[config.mk]
export PLATFORM = sky130hd
export DESIGN_NAME = ordered_retire_buffer
export DESIGN_NICKNAME = d
export VERILOG_FILES = /design/src/rtl/orb_pkg.sv /design/src/rtl/orb_entries.sv /design/src/rtl/orb_scan.sv /design/src/rtl/orb_ctrl.sv /design/src/rtl/ordered_retire_buffer.sv
export SDC_FILE = /design/constraint.sdc
export NUM_CORES = 1
export LEC_CHECK = 0
export BUFFER_PORTS_ARGS = -buffer_cell sky130_fd_sc_hd__buf_2
export CELL_PAD_IN_SITES_DETAIL_PLACEMENT = 1
export CELL_PAD_IN_SITES_GLOBAL_PLACEMENT = 2
export CORE_AREA = 2 2 237 239
export DETAILED_ROUTE_END_ITERATION = 16
export DIE_AREA = 0 0 239 241
export PLACE_DENSITY_LB_ADDON = 0.1
export SETUP_SLACK_MARGIN = 0.2
export SYNTH_ARGS = -nofsm -noshare
export SYNTH_HDL_FRONTEND = slang
export SYNTH_SLANG_ARGS = --single-unit
[constraint.sdc]
create_clock -name clk -period 12.1 [get_ports clk]
set_input_delay 1.815 -clock clk [delete_from_list [all_inputs] [get_ports clk]]
set_output_delay 1.815 -clock clk [all_outputs]
set_load 0.01 [all_outputs]
[src/rtl/orb_pkg.sv]
package orb_pkg;

    typedef enum logic {
        ORB_RUN  = 1'b0,
        ORB_HOLD = 1'b1
    } orb_state_e;

    // Modular step for a ring of d slots; v is below 2*d.
    function automatic int orb_wrap(input int v, input int d);
        return (v >= d) ? (v - d) : v;
    endfunction

endpackage

[src/rtl/orb_entries.sv]
module orb_entries #(
    parameter int DEPTH  = 12,
    parameter int AREG_W = 5,
    parameter int PREG_W = 6,
    parameter int IW     = 4
) (
    input  logic                          clk,
    input  logic                          rst_n,
    input  logic                          alloc_en,
    input  logic [IW-1:0]                 alloc_slot,
    input  logic                          alloc_intr,
    input  logic                          alloc_has_dest,
    input  logic [AREG_W-1:0]             alloc_areg,
    input  logic [PREG_W-1:0]             alloc_prev,
    input  logic                          cmpl_en,
    input  logic [IW-1:0]                 cmpl_slot,
    input  logic [DEPTH-1:0]              ret_slots,
    output logic [DEPTH-1:0]              done_o,
    output logic [DEPTH-1:0]              intr_o,
    output logic [DEPTH-1:0]              hasd_o,
    output logic [DEPTH-1:0][AREG_W-1:0]  areg_o,
    output logic [DEPTH-1:0][PREG_W-1:0]  prev_o
);

    for (genvar g = 0; g < DEPTH; g++) begin : g_slot
        logic              used_q;
        logic              done_q;
        logic              intr_q;
        logic              hasd_q;
        logic [AREG_W-1:0] areg_q;
        logic [PREG_W-1:0] prev_q;

        always_ff @(posedge clk) begin
            if (!rst_n) begin
                used_q <= 1'b0;
                done_q <= 1'b0;
                intr_q <= 1'b0;
                hasd_q <= 1'b0;
                areg_q <= '0;
                prev_q <= '0;
            end else if (ret_slots[g]) begin
                used_q <= 1'b0;
                done_q <= 1'b0;
            end else if (alloc_en && (alloc_slot == IW'(g))) begin
                used_q <= 1'b1;
                done_q <= 1'b0;
                intr_q <= alloc_intr;
                hasd_q <= alloc_has_dest;
                areg_q <= alloc_areg;
                prev_q <= alloc_prev;
            end else if (cmpl_en && (cmpl_slot == IW'(g)) && used_q) begin
                done_q <= 1'b1;
            end
        end

        assign done_o[g] = done_q;
        assign intr_o[g] = intr_q;
        assign hasd_o[g] = hasd_q;
        assign areg_o[g] = areg_q;
        assign prev_o[g] = prev_q;
    end

endmodule

[src/rtl/orb_scan.sv]
module orb_scan
    import orb_pkg::*;
#(
    parameter int DEPTH  = 12,
    parameter int AREG_W = 5,
    parameter int PREG_W = 6,
    parameter int IW     = 4,
    parameter int CW     = 4
) (
    input  logic [IW-1:0]                 head,
    input  logic [CW-1:0]                 count,
    input  logic [DEPTH-1:0]              done,
    input  logic [DEPTH-1:0]              intr,
    input  logic [DEPTH-1:0]              hasd,
    input  logic [DEPTH-1:0][AREG_W-1:0]  areg,
    input  logic [DEPTH-1:0][PREG_W-1:0]  prev,
    output logic [DEPTH-1:0]              ret_slots,
    output logic [CW-1:0]                 ret_cnt,
    output logic [DEPTH-1:0]              free_vld,
    output logic [DEPTH*PREG_W-1:0]       free_preg,
    output logic [DEPTH*AREG_W-1:0]       free_areg,
    output logic                          intr_hit
);

    always_comb begin
        logic run;
        int   idx;
        int   n;
        run       = 1'b1;
        n         = 0;
        ret_slots = '0;
        free_vld  = '0;
        free_preg = '0;
        free_areg = '0;
        intr_hit  = 1'b0;
        for (int k = 0; k < DEPTH; k++) begin
            idx = orb_wrap(int'(head) + k, DEPTH);
            if (run && (k < int'(count)) && done[idx]) begin
                ret_slots[idx]              = 1'b1;
                free_areg[k*AREG_W +: AREG_W] = areg[idx];
                if (hasd[idx]) begin
                    free_vld[k]                   = 1'b1;
                    free_preg[k*PREG_W +: PREG_W] = prev[idx];
                end
                if (intr[idx]) begin
                    intr_hit = 1'b1;
                end
                n = n + 1;
            end else begin
                run = 1'b0;
            end
        end
        ret_cnt = CW'(n);
    end

endmodule

[src/rtl/orb_ctrl.sv]
module orb_ctrl
    import orb_pkg::*;
#(
    parameter int DEPTH = 12,
    parameter int IW    = 4,
    parameter int CW    = 4
) (
    input  logic          clk,
    input  logic          rst_n,
    input  logic          alloc_valid,
    input  logic          alloc_intr,
    input  logic [CW-1:0] ret_cnt,
    input  logic          intr_hit,
    output logic [IW-1:0] head,
    output logic [IW-1:0] tail,
    output logic [CW-1:0] count,
    output logic          alloc_fire,
    output logic          alloc_ready,
    output logic          full,
    output logic          empty,
    output logic          freeze,
    output logic          intr_done
);

    orb_state_e    state_q, state_d;
    logic [IW-1:0] head_q, tail_q;
    logic [CW-1:0] count_q;

    // State register and pointers
    always_ff @(posedge clk) begin
        if (!rst_n) begin
            state_q <= ORB_RUN;
            head_q  <= '0;
            tail_q  <= '0;
            count_q <= '0;
        end else begin
            state_q <= state_d;
            head_q  <= IW'(orb_wrap(int'(head_q) + int'(ret_cnt), DEPTH));
            if (alloc_fire) begin
                tail_q <= IW'(orb_wrap(int'(tail_q) + 1, DEPTH));
            end
            count_q <= CW'(int'(count_q) + int'(alloc_fire) - int'(ret_cnt));
        end
    end

    // Next state: inject (RUN->HOLD), release (HOLD->RUN)
    always_comb begin
        state_d = state_q;
        unique case (state_q)
            ORB_RUN:  if (alloc_fire && alloc_intr) state_d = ORB_HOLD;
            ORB_HOLD: if (intr_hit)                 state_d = ORB_RUN;
        endcase
    end

    // Outputs
    always_comb begin
        full        = (count_q == CW'(DEPTH));
        empty       = (count_q == '0);
        freeze      = (state_q == ORB_HOLD);
        alloc_ready = (state_q == ORB_RUN) && !full;
        alloc_fire  = alloc_valid && alloc_ready;
        intr_done   = (state_q == ORB_HOLD) && intr_hit;
        head        = head_q;
        tail        = tail_q;
        count       = count_q;
    end

endmodule

[src/rtl/ordered_retire_buffer.sv]
module ordered_retire_buffer #(
    parameter  int DEPTH  = 12,
    parameter  int AREG_W = 5,
    parameter  int PREG_W = 6,
    localparam int IW     = (DEPTH > 1) ? $clog2(DEPTH) : 1,
    localparam int CW     = $clog2(DEPTH + 1)
) (
    input  logic                     clk,
    input  logic                     rst_n,
    input  logic                     alloc_valid,
    input  logic                     alloc_intr,
    input  logic                     alloc_has_dest,
    input  logic [AREG_W-1:0]        alloc_areg,
    input  logic [PREG_W-1:0]        alloc_prev_preg,
    output logic                     alloc_ready,
    output logic [IW-1:0]            alloc_idx,
    input  logic                     cmpl_valid,
    input  logic [IW-1:0]            cmpl_idx,
    output logic [CW-1:0]            ret_count,
    output logic [DEPTH-1:0]         free_vld,
    output logic [DEPTH*PREG_W-1:0]  free_preg,
    output logic [DEPTH*AREG_W-1:0]  free_areg,
    output logic                     intr_done,
    output logic                     freeze,
    output logic [CW-1:0]            occupancy,
    output logic                     full,
    output logic                     empty
);

    logic [IW-1:0]                head, tail;
    logic [CW-1:0]                count, ret_cnt;
    logic                         alloc_fire, intr_hit;
    logic [DEPTH-1:0]             ret_slots, done_v, intr_v, hasd_v;
    logic [DEPTH-1:0][AREG_W-1:0] areg_v;
    logic [DEPTH-1:0][PREG_W-1:0] prev_v;

    orb_ctrl #(.DEPTH(DEPTH), .IW(IW), .CW(CW)) u_ctrl (
        .clk         (clk),
        .rst_n       (rst_n),
        .alloc_valid (alloc_valid),
        .alloc_intr  (alloc_intr),
        .ret_cnt     (ret_cnt),
        .intr_hit    (intr_hit),
        .head        (head),
        .tail        (tail),
        .count       (count),
        .alloc_fire  (alloc_fire),
        .alloc_ready (alloc_ready),
        .full        (full),
        .empty       (empty),
        .freeze      (freeze),
        .intr_done   (intr_done)
    );

    orb_entries #(.DEPTH(DEPTH), .AREG_W(AREG_W), .PREG_W(PREG_W), .IW(IW)) u_entries (
        .clk            (clk),
        .rst_n          (rst_n),
        .alloc_en       (alloc_fire),
        .alloc_slot     (tail),
        .alloc_intr     (alloc_intr),
        .alloc_has_dest (alloc_has_dest && !alloc_intr),
        .alloc_areg     (alloc_areg),
        .alloc_prev     (alloc_prev_preg),
        .cmpl_en        (cmpl_valid),
        .cmpl_slot      (cmpl_idx),
        .ret_slots      (ret_slots),
        .done_o         (done_v),
        .intr_o         (intr_v),
        .hasd_o         (hasd_v),
        .areg_o         (areg_v),
        .prev_o         (prev_v)
    );

    orb_scan #(.DEPTH(DEPTH), .AREG_W(AREG_W), .PREG_W(PREG_W), .IW(IW), .CW(CW)) u_scan (
        .head      (head),
        .count     (count),
        .done      (done_v),
        .intr      (intr_v),
        .hasd      (hasd_v),
        .areg      (areg_v),
        .prev      (prev_v),
        .ret_slots (ret_slots),
        .ret_cnt   (ret_cnt),
        .free_vld  (free_vld),
        .free_preg (free_preg),
        .free_areg (free_areg),
        .intr_hit  (intr_hit)
    );

    assign alloc_idx = tail;
    assign ret_count = ret_cnt;
    assign occupancy = count;

endmodule

==> results.json, run 1 <==
{
  "whs_path_depth": 2,
  "wirelength_um": 100600,
  "seqPwrFrac_pct": 44.1,
  "final_cell_mix": "nand2_1 (356), nor2_1 (309), a21oi_1 (237), dfxtp_1 (191), o21ai_0 (183)",
  "cell_internal_pwr_mw": 1.033,
  "grt_pass1_vias": 21020,
  "fin_hold_ws_ns": 0.4782,
  "wl_met2_um": 44710,
  "fin_crit_sh_pct": 94.83,
  "fp.dieH_um": 241,
  "drt_iter0_markers": 2299,
  "numCtsBuffers": 17,
  "core.rowCount": 86,
  "clock_latency_ns": 0.51,
  "synth_cells": 2590,
  "initial_core_util_pct": 35.64,
  "via_per_inst": 6.471,
  "holdCritStartpoint": "u_entries.g_slot[8].used_q",
  "crit_path_max_incr_delay_ns": 0.52,
  "p_leak_nw": 8.437,
  "fp.coreArea_mm2": 0.05488,
  "grt_antenna_before_repair": 1,
  "start_kind": "register",
  "worstRegToRegCells": 54,
  "cap_violations": 0,
  "fin_crit_ns": 11.47,
  "grt_first_pass_wirelength_um": 144700,
  "syn_to_final_growth_pct": 11.09,
  "final.setup.tns_ns": 0,
  "synthSimpleGateAreaFrac_pct": 21.60,
  "hold_path.class": "register to register",
  "layout_commonest_cell": "nand2_1",
  "switching_share_pct": 31.56,
  "cts_tree": "built",
  "nets": 2734,
  "yosysSeqAreaShare_pct": 19.76,
  "cpMaxStageDelayCell": "xnor2_1",
  "yosys.area_share.xor_xnor_pct": 1.990,
  "slew_headroom_pct": 2.191,
  "r2r_start": "u_ctrl.head[0]",
  "rrSetupSlack_ns": 1.03,
  "yosys.area_share.adder_pct": 4.427,
  "final_core_util_pct": 39.59,
  "yosys_register_bits": 193,
  "highest_layer": "met4",
  "crit_required_ns": 10.28,
  "yosysWarnings": 0,
  "worst_path_most_repeated_cell": "ha_1",
  "syn-mean-instance-area_um2": 7.551,
  "grt_max_degree": 102,
  "dieWidth_um": 239,
  "drc": 0,
  "first_pass_iters": 5,
  "num_vias": 21760,
  "combPwrFrac_pct": 14.3,
  "cts_root_buf": "clkbuf_16",
  "antenna_cells": 0,
  "power_switching_mw": 0.4764,
  "drive_gt1_share_pct": 18.55,
  "ios": 182,
  "syn_area_mm2": 0.01956,
  "globalplace.congestion": 0.9569,
  "critPathKind": "register to output pin",
  "whs_endpoint": "u_entries.g_slot[8].used_q",
  "fmax_ghz": 0.08715,
  "power.total_mw": 1.509,
  "grt_usage_pct": 34.23,
  "tightest_slew_ns": 1.447,
  "cts.clk_slew.worst_paths_ns": 0.10,
  "grt-ovfl-total": 0,
  "outcome": "finished, final reports clean",
  "synth_edf_count": 0,
  "ir_worst_vdd_mv": 0.1176,
  "portBuffers": 181,
  "fin_skew_ns": 0.02226,
  "dp.final_hpwl_um": 77810,
  "hold_viol": 0,
  "ant_nets": 0,
  "p_clk_share_pct": 41.7,
  "drv_slew": 0,
  "setup_viol": 0,
  "wl_met3_um": 8235,
  "wl_per_cell_um": 29.91,
  "syn_nets": 2679,
  "synth_compound_area_share_pct": 23.04,
  "power.density_mw_per_mm2": 69.47,
  "async_reset_ff_share_pct": 0,
  "cts.sinks": 193,
  "synth_cell_types": 97,
  "r2r_end": "u_ctrl.head[3]",
  "crit_arrival_ns": 9.66,
  "ctsHtreeMaxLevel": 4,
  "wl_met1_um": 45500,
  "rsz0062_at_grt": "false",
  "cts_buffer_depth": 2,
  "holdBufCountCts": 0,
  "synth_top_family_by_area": "multiplexers",
  "synthMuxAreaShare_pct": 23.49,
  "critPathMaxFanout": 15,
  "die_area_mm2": 0.05760,
  "cp-end-kind": "output pin",
  "synth-main-ff-cell": "dfxtp_1"
}
worst max path at each step:
stage,depth (start not counted),end,startpoint
2_1_floorplan,45,ret_count[3],u_ctrl.head[1]
3_3_place_gp,47,ret_count[3],u_ctrl.head[1]
3_5_place_dp,53,u_ctrl.head[3],u_ctrl.head[1]
4_1_cts,47,ret_count[3],u_ctrl.head[1]
5_1_grt,48,ret_count[3],u_ctrl.head[0]
6_report,47,ret_count[2],u_ctrl.head[0]
routing by layer:
layer	up-vias	global-route usage [%]
met5	-	0
met4	0	8.712
met3	122	5.765
met2	936	53.47
met1	11110	48.81
li1	9583	-
critical path: cells and delay by family, from the launching register on:
| kind | cells | cell delay [ns] |
|---|---|---|
| DFF | 1 | 0.43 |
| muxes | 3 | 0.79 |
| and+or+nand+nor | 11 | 1.36 |
| buffers and inverters | 10 | 1.50 |
| xor gates and xnor gates | 4 | 0.95 |
| adders and majority gates | 10 | 2.78 |
| AOI/OAI and AO/OA | 9 | 1.33 |
synth_stat cells, drive strengths merged, types with 6 or more instances:
| library cell | count | area (um^2) |
|---|---|---|
| a221oi | 6 | 58.80 |
| nand2 | 358 | 1346 |
| a21oi | 240 | 1205 |
| nor3b | 12 | 90.09 |
| o211ai | 13 | 97.59 |
| or2 | 11 | 68.82 |
| o21ai | 188 | 940.9 |
| nor3 | 39 | 195.2 |
| o31ai | 14 | 105.1 |
| nand3 | 102 | 510.5 |
| and2 | 19 | 121.4 |
| nand4 | 21 | 131.4 |
| nor2 | 313 | 1175 |
| nor4 | 18 | 112.6 |
| a21o | 23 | 172.7 |
| a211o | 14 | 122.6 |
| o32ai | 9 | 86.34 |
| and3 | 7 | 43.79 |
| ha | 66 | 825.8 |
| mux4 | 104 | 2342 |
| nor2b | 9 | 56.30 |
| mux2i | 166 | 1674 |
| a22oi | 51 | 382.9 |
| nand2b | 20 | 125.1 |
| a32o | 6 | 60.06 |
| dfxtp | 193 | 3864 |
| a211oi | 21 | 162.6 |
| mux2 | 51 | 578.1 |
| o21a | 7 | 52.55 |
| o311ai | 10 | 87.59 |
| buf | 62 | 300.3 |
| xnor2 | 31 | 286.5 |
| a31oi | 70 | 437.9 |
| clkbuf | 156 | 585.6 |
| inv | 58 | 217.7 |
| o22ai | 7 | 43.79 |
| xor2 | 9 | 78.83 |
repair_timing:
item,4_1_cts,5_1_grt
buffers inserted,0,4
gates resized for setup,2,6
setup endpoints to repair,2,4
cloned,0,0
pin swaps,0,2
stage by stage:
stage / instances / setup WS, ns / area, um^2
2_1_floorplan: 2590 / 1.653 / 19560
3_3_place_gp: 3326 / 0.8099 / 21050
3_5_place_dp: 3326 / 0.4515 / 21050
4_1_cts: 3358 / 0.2397 / 21670
5_1_grt: 3362 / 0.2155 / 21730
6_report: 3362 / 0.6253 / 21730
cells by family (layout without fill, tap and decap cells):
| logic type | count (synthesis) | after routing |
|---|---|---|
| AOI/OAI and AO/OA | 731 | 731 |
| DFF | 193 | 193 |
| xor gates and xnor gates | 41 | 41 |
| muxes | 321 | 321 |
| adders and majority gates | 68 | 68 |
| buffers and inverters | 279 | 347 |
| and+or+nand+nor | 957 | 957 |
power groups by stage:
stage | combinational [mW] | clock, mW | sequential (mW)
after detailed placement | 0.211 | 0 | 0.680
after CTS | 0.212 | 0.634 | 0.665
after global placement | 0.206 | 0 | 0.679
after floorplan | 0.129 | 0 | 0.675
after global routing | 0.233 | 0.657 | 0.667
final | 0.215 | 0.629 | 0.665
registers in the layout (all words and copies together), names as in the netlist:
| signal | cells |
|---|---|
| u_ctrl.count | 4 |
| u_ctrl.freeze | 1 |
| u_ctrl.head | 4 |
| u_ctrl.tail | 4 |
| u_entries.g_slot.areg_q | 60 |
| u_entries.g_slot.done_q | 12 |
| u_entries.g_slot.hasd_q | 12 |
| u_entries.g_slot.intr_q | 12 |
| u_entries.g_slot.prev_q | 72 |
| u_entries.g_slot.used_q | 12 |
final cells by class:
type / instances / area [um^2]
fill: 6736 / 33150
timing repair buffer: 254 / 1468
tap: 704 / 880.8
sequential: 193 / 3871
inverter: 61 / 230.2
multi-input combinational: 2118 / 14660
clock inverter: 14 / 175.2
clock buffer: 18 / 439.2
Power figures use the tool's default switching activity.
==> run 2, diff against run 1 <==
clock period = 12.95 ns   (was 12.1 ns; I/O delays follow)
==> results.json, run 2 (same netlist as run 1, synthesis figures left out) <==
{
  "grt_first_pass_wirelength_um": 145600,
  "final.setup.tns_ns": 0,
  "multi_input_area_mm2": 0.01464,
  "highest_layer": "met4",
  "fin_skew_ns": 0.01442,
  "wirelength_um": 101000,
  "cts_root_buf": "clkbuf_16",
  "reg_top3": "u_entries.g_slot.prev_q: 72 flops, u_entries.g_slot.areg_q: 60 flops",
  "final_cell_mix": "nand2_1 (357), nor2_1 (311), a21oi_1 (237), dfxtp_1 (191), o21ai_0 (183)",
  "wl_met2_um": 45750,
  "ir_worst_vdd_mv": 0.1100,
  "via_per_inst": 6.462,
  "hold_viol": 0,
  "first_pass_iters": 5,
  "critPathKind": "register to output pin",
  "dp.final_hpwl_um": 78400,
  "grt_usage_pct": 34.63,
  "ctsHtreeMaxLevel": 4,
  "wl_met1_um": 45270,
  "drc": 0,
  "setup_viol": 0,
  "core.rowCount": 86,
  "hold_path.class": "register to register",
  "holdCritStartpoint": "u_entries.g_slot[7].used_q",
  "portBuffers": 181,
  "cts.sinks": 193,
  "fin_crit_ns": 11.87,
  "clock_latency_ns": 0.50,
  "ios": 182,
  "globalplace.congestion": 0.9457,
  "grt_max_degree": 102,
  "critPathMaxFanout": 28,
  "r2r_start": "u_ctrl.head[0]",
  "drt_iter0_markers": 2046,
  "fin_hold_ws_ns": 0.4761,
  "fp.dieH_um": 241,
  "initial_core_util_pct": 35.64,
  "drive_gt1_share_pct": 18.17,
  "numCtsBuffers": 17,
  "antenna_cells": 0,
  "cap_violations": 0,
  "whs_path_depth": 1,
  "fmax_ghz": 0.08421,
  "regArea_mm2": 0.003871,
  "cts.clk_slew.worst_paths_ns": 0.09,
  "die_area_mm2": 0.05760,
  "wl_per_cell_um": 30.08,
  "largest_reg_flops": 72,
  "grt_pass1_vias": 20770,
  "crit_path_max_incr_delay_ns": 0.54,
  "outcome": "finished, final reports clean",
  "fp.coreArea_mm2": 0.05488,
  "syn_to_final_growth_pct": 10.63,
  "holdBufCountCts": 0,
  "top_register": "u_entries.g_slot.prev_q",
  "rsz0062_at_grt": "false",
  "grt-ovfl-total": 0,
  "cp-end-kind": "output pin",
  "start_kind": "register",
  "p_leak_nw": 8.403,
  "whs_endpoint": "u_entries.g_slot[7].used_q",
  "cpMaxStageDelayCell": "dfxtp_4",
  "cts_tree": "built",
  "worst_path_most_repeated_cell": "ha_1",
  "nets": 2728,
  "drv_slew": 0,
  "r2r_end": "u_ctrl.head[3]",
  "dieWidth_um": 239,
  "ant_nets": 0,
  "fin_crit_sh_pct": 91.70,
  "num_vias": 21690,
  "layout_commonest_cell": "nand2_1",
  "crit_required_ns": 11.01,
  "worstRegToRegCells": 50,
  "tightest_slew_ns": 1.251,
  "num-fill-cells": 6752,
  "rrSetupSlack_ns": 1.84,
  "grt_antenna_before_repair": 1,
  "power.density_mw_per_mm2": 63.93,
  "crit_arrival_ns": 9.93,
  "slew_headroom_pct": 15.80,
  "cts_buffer_depth": 2,
  "wl_met3_um": 7811
}
[run 2: changes by cell type in the layout (fill, tap and decap cells not counted), moves of 2 or more]
| cell | before | now |
|---|---|---|
| buf_4 | 70 | 66 |
| inv_6 | 2 | 0 |
| ha_1 | 61 | 63 |
| ha_2 | 4 | 2 |
| nor2_1 | 309 | 311 |
| buf_6 | 2 | 0 |
[run 2: repair_timing]
| item | in CTS | in global routing |
|---|---|---|
| buffers inserted | 0 | 1 |
| resized for setup | 0 | 3 |
| hold endpoints to repair | 0 | 0 |
| endpoints found under the setup margin | 0 | 2 |
[run 2: worst max-delay path by stage]
stage	startpoint	to	slack [ns]	cells after the start
final	u_ctrl.head[0]	ret_count[3]	1.08	44
after global placement	u_ctrl.head[1]	ret_count[3]	1.37	44
after floorplan	u_ctrl.head[1]	ret_count[3]	2.38	45
after global routing	u_ctrl.head[0]	ret_count[3]	0.28	44
after CTS	u_ctrl.head[1]	ret_count[3]	0.49	44
after detailed placement	u_ctrl.head[1]	ret_count[3]	1.08	44
[run 2: stage by stage]
| step | util, % | instances | worst slack (ns) | area (um^2) | power (mW) |
|---|---|---|---|---|---|
| finish | 39.43 | 3356 | 1.075 | 21640 | 1.383 |
| CTS | 39.38 | 3355 | 0.4852 | 21610 | 1.390 |
| detailed placement | 38.30 | 3323 | 1.081 | 21020 | 0.8310 |
| global placement | 38.30 | 3323 | 1.373 | 21020 | 0.8251 |
| global route | 39.43 | 3356 | 0.2849 | 21640 | 1.431 |
| floorplan | - | 2590 | 2.376 | 19560 | 0.7512 |
[run 2: where the power goes]
part	switching, mW	internal (mW)	leakage (nW)	total, mW
clock network	0.286	0.276	0.287	0.562
logic	0.137	0.0620	6.56	0.199
registers	0.0162	0.605	1.56	0.622
total	0.439	0.944	8.40	1.38
[run 2: layer usage]
metal | vias up | GRT usage [%]
met2 | 875 | 54.93
met1 | 11120 | 48.49
met4 | 0 | 8.788
li1 | 9568 | -
met3 | 120 | 6.222
met5 | - | 0
[run 2: layout make-up]
type | count | area share (%)
multi-input cells | 2118 | 67.65
well taps | 704 | 4.071
inverters | 61 | 1.081
flip-flops and latches | 193 | 17.89
repair buffers | 248 | 6.569
clock inverters | 14 | 0.7055
clock buffers | 18 | 2.030
[run 2: critical path: cells and delay by family (launching register included)]
kind | cells | cell delay [ns]
buffers and inverters | 10 | 1.61
AO/OA/AOI/OAI | 8 | 1.39
multiplexers | 3 | 0.66
XOR/XNOR | 3 | 0.70
flip-flops | 1 | 0.54
adder cells (fa/ha/maj) | 9 | 2.69
AND/OR/NAND/NOR | 11 | 1.82
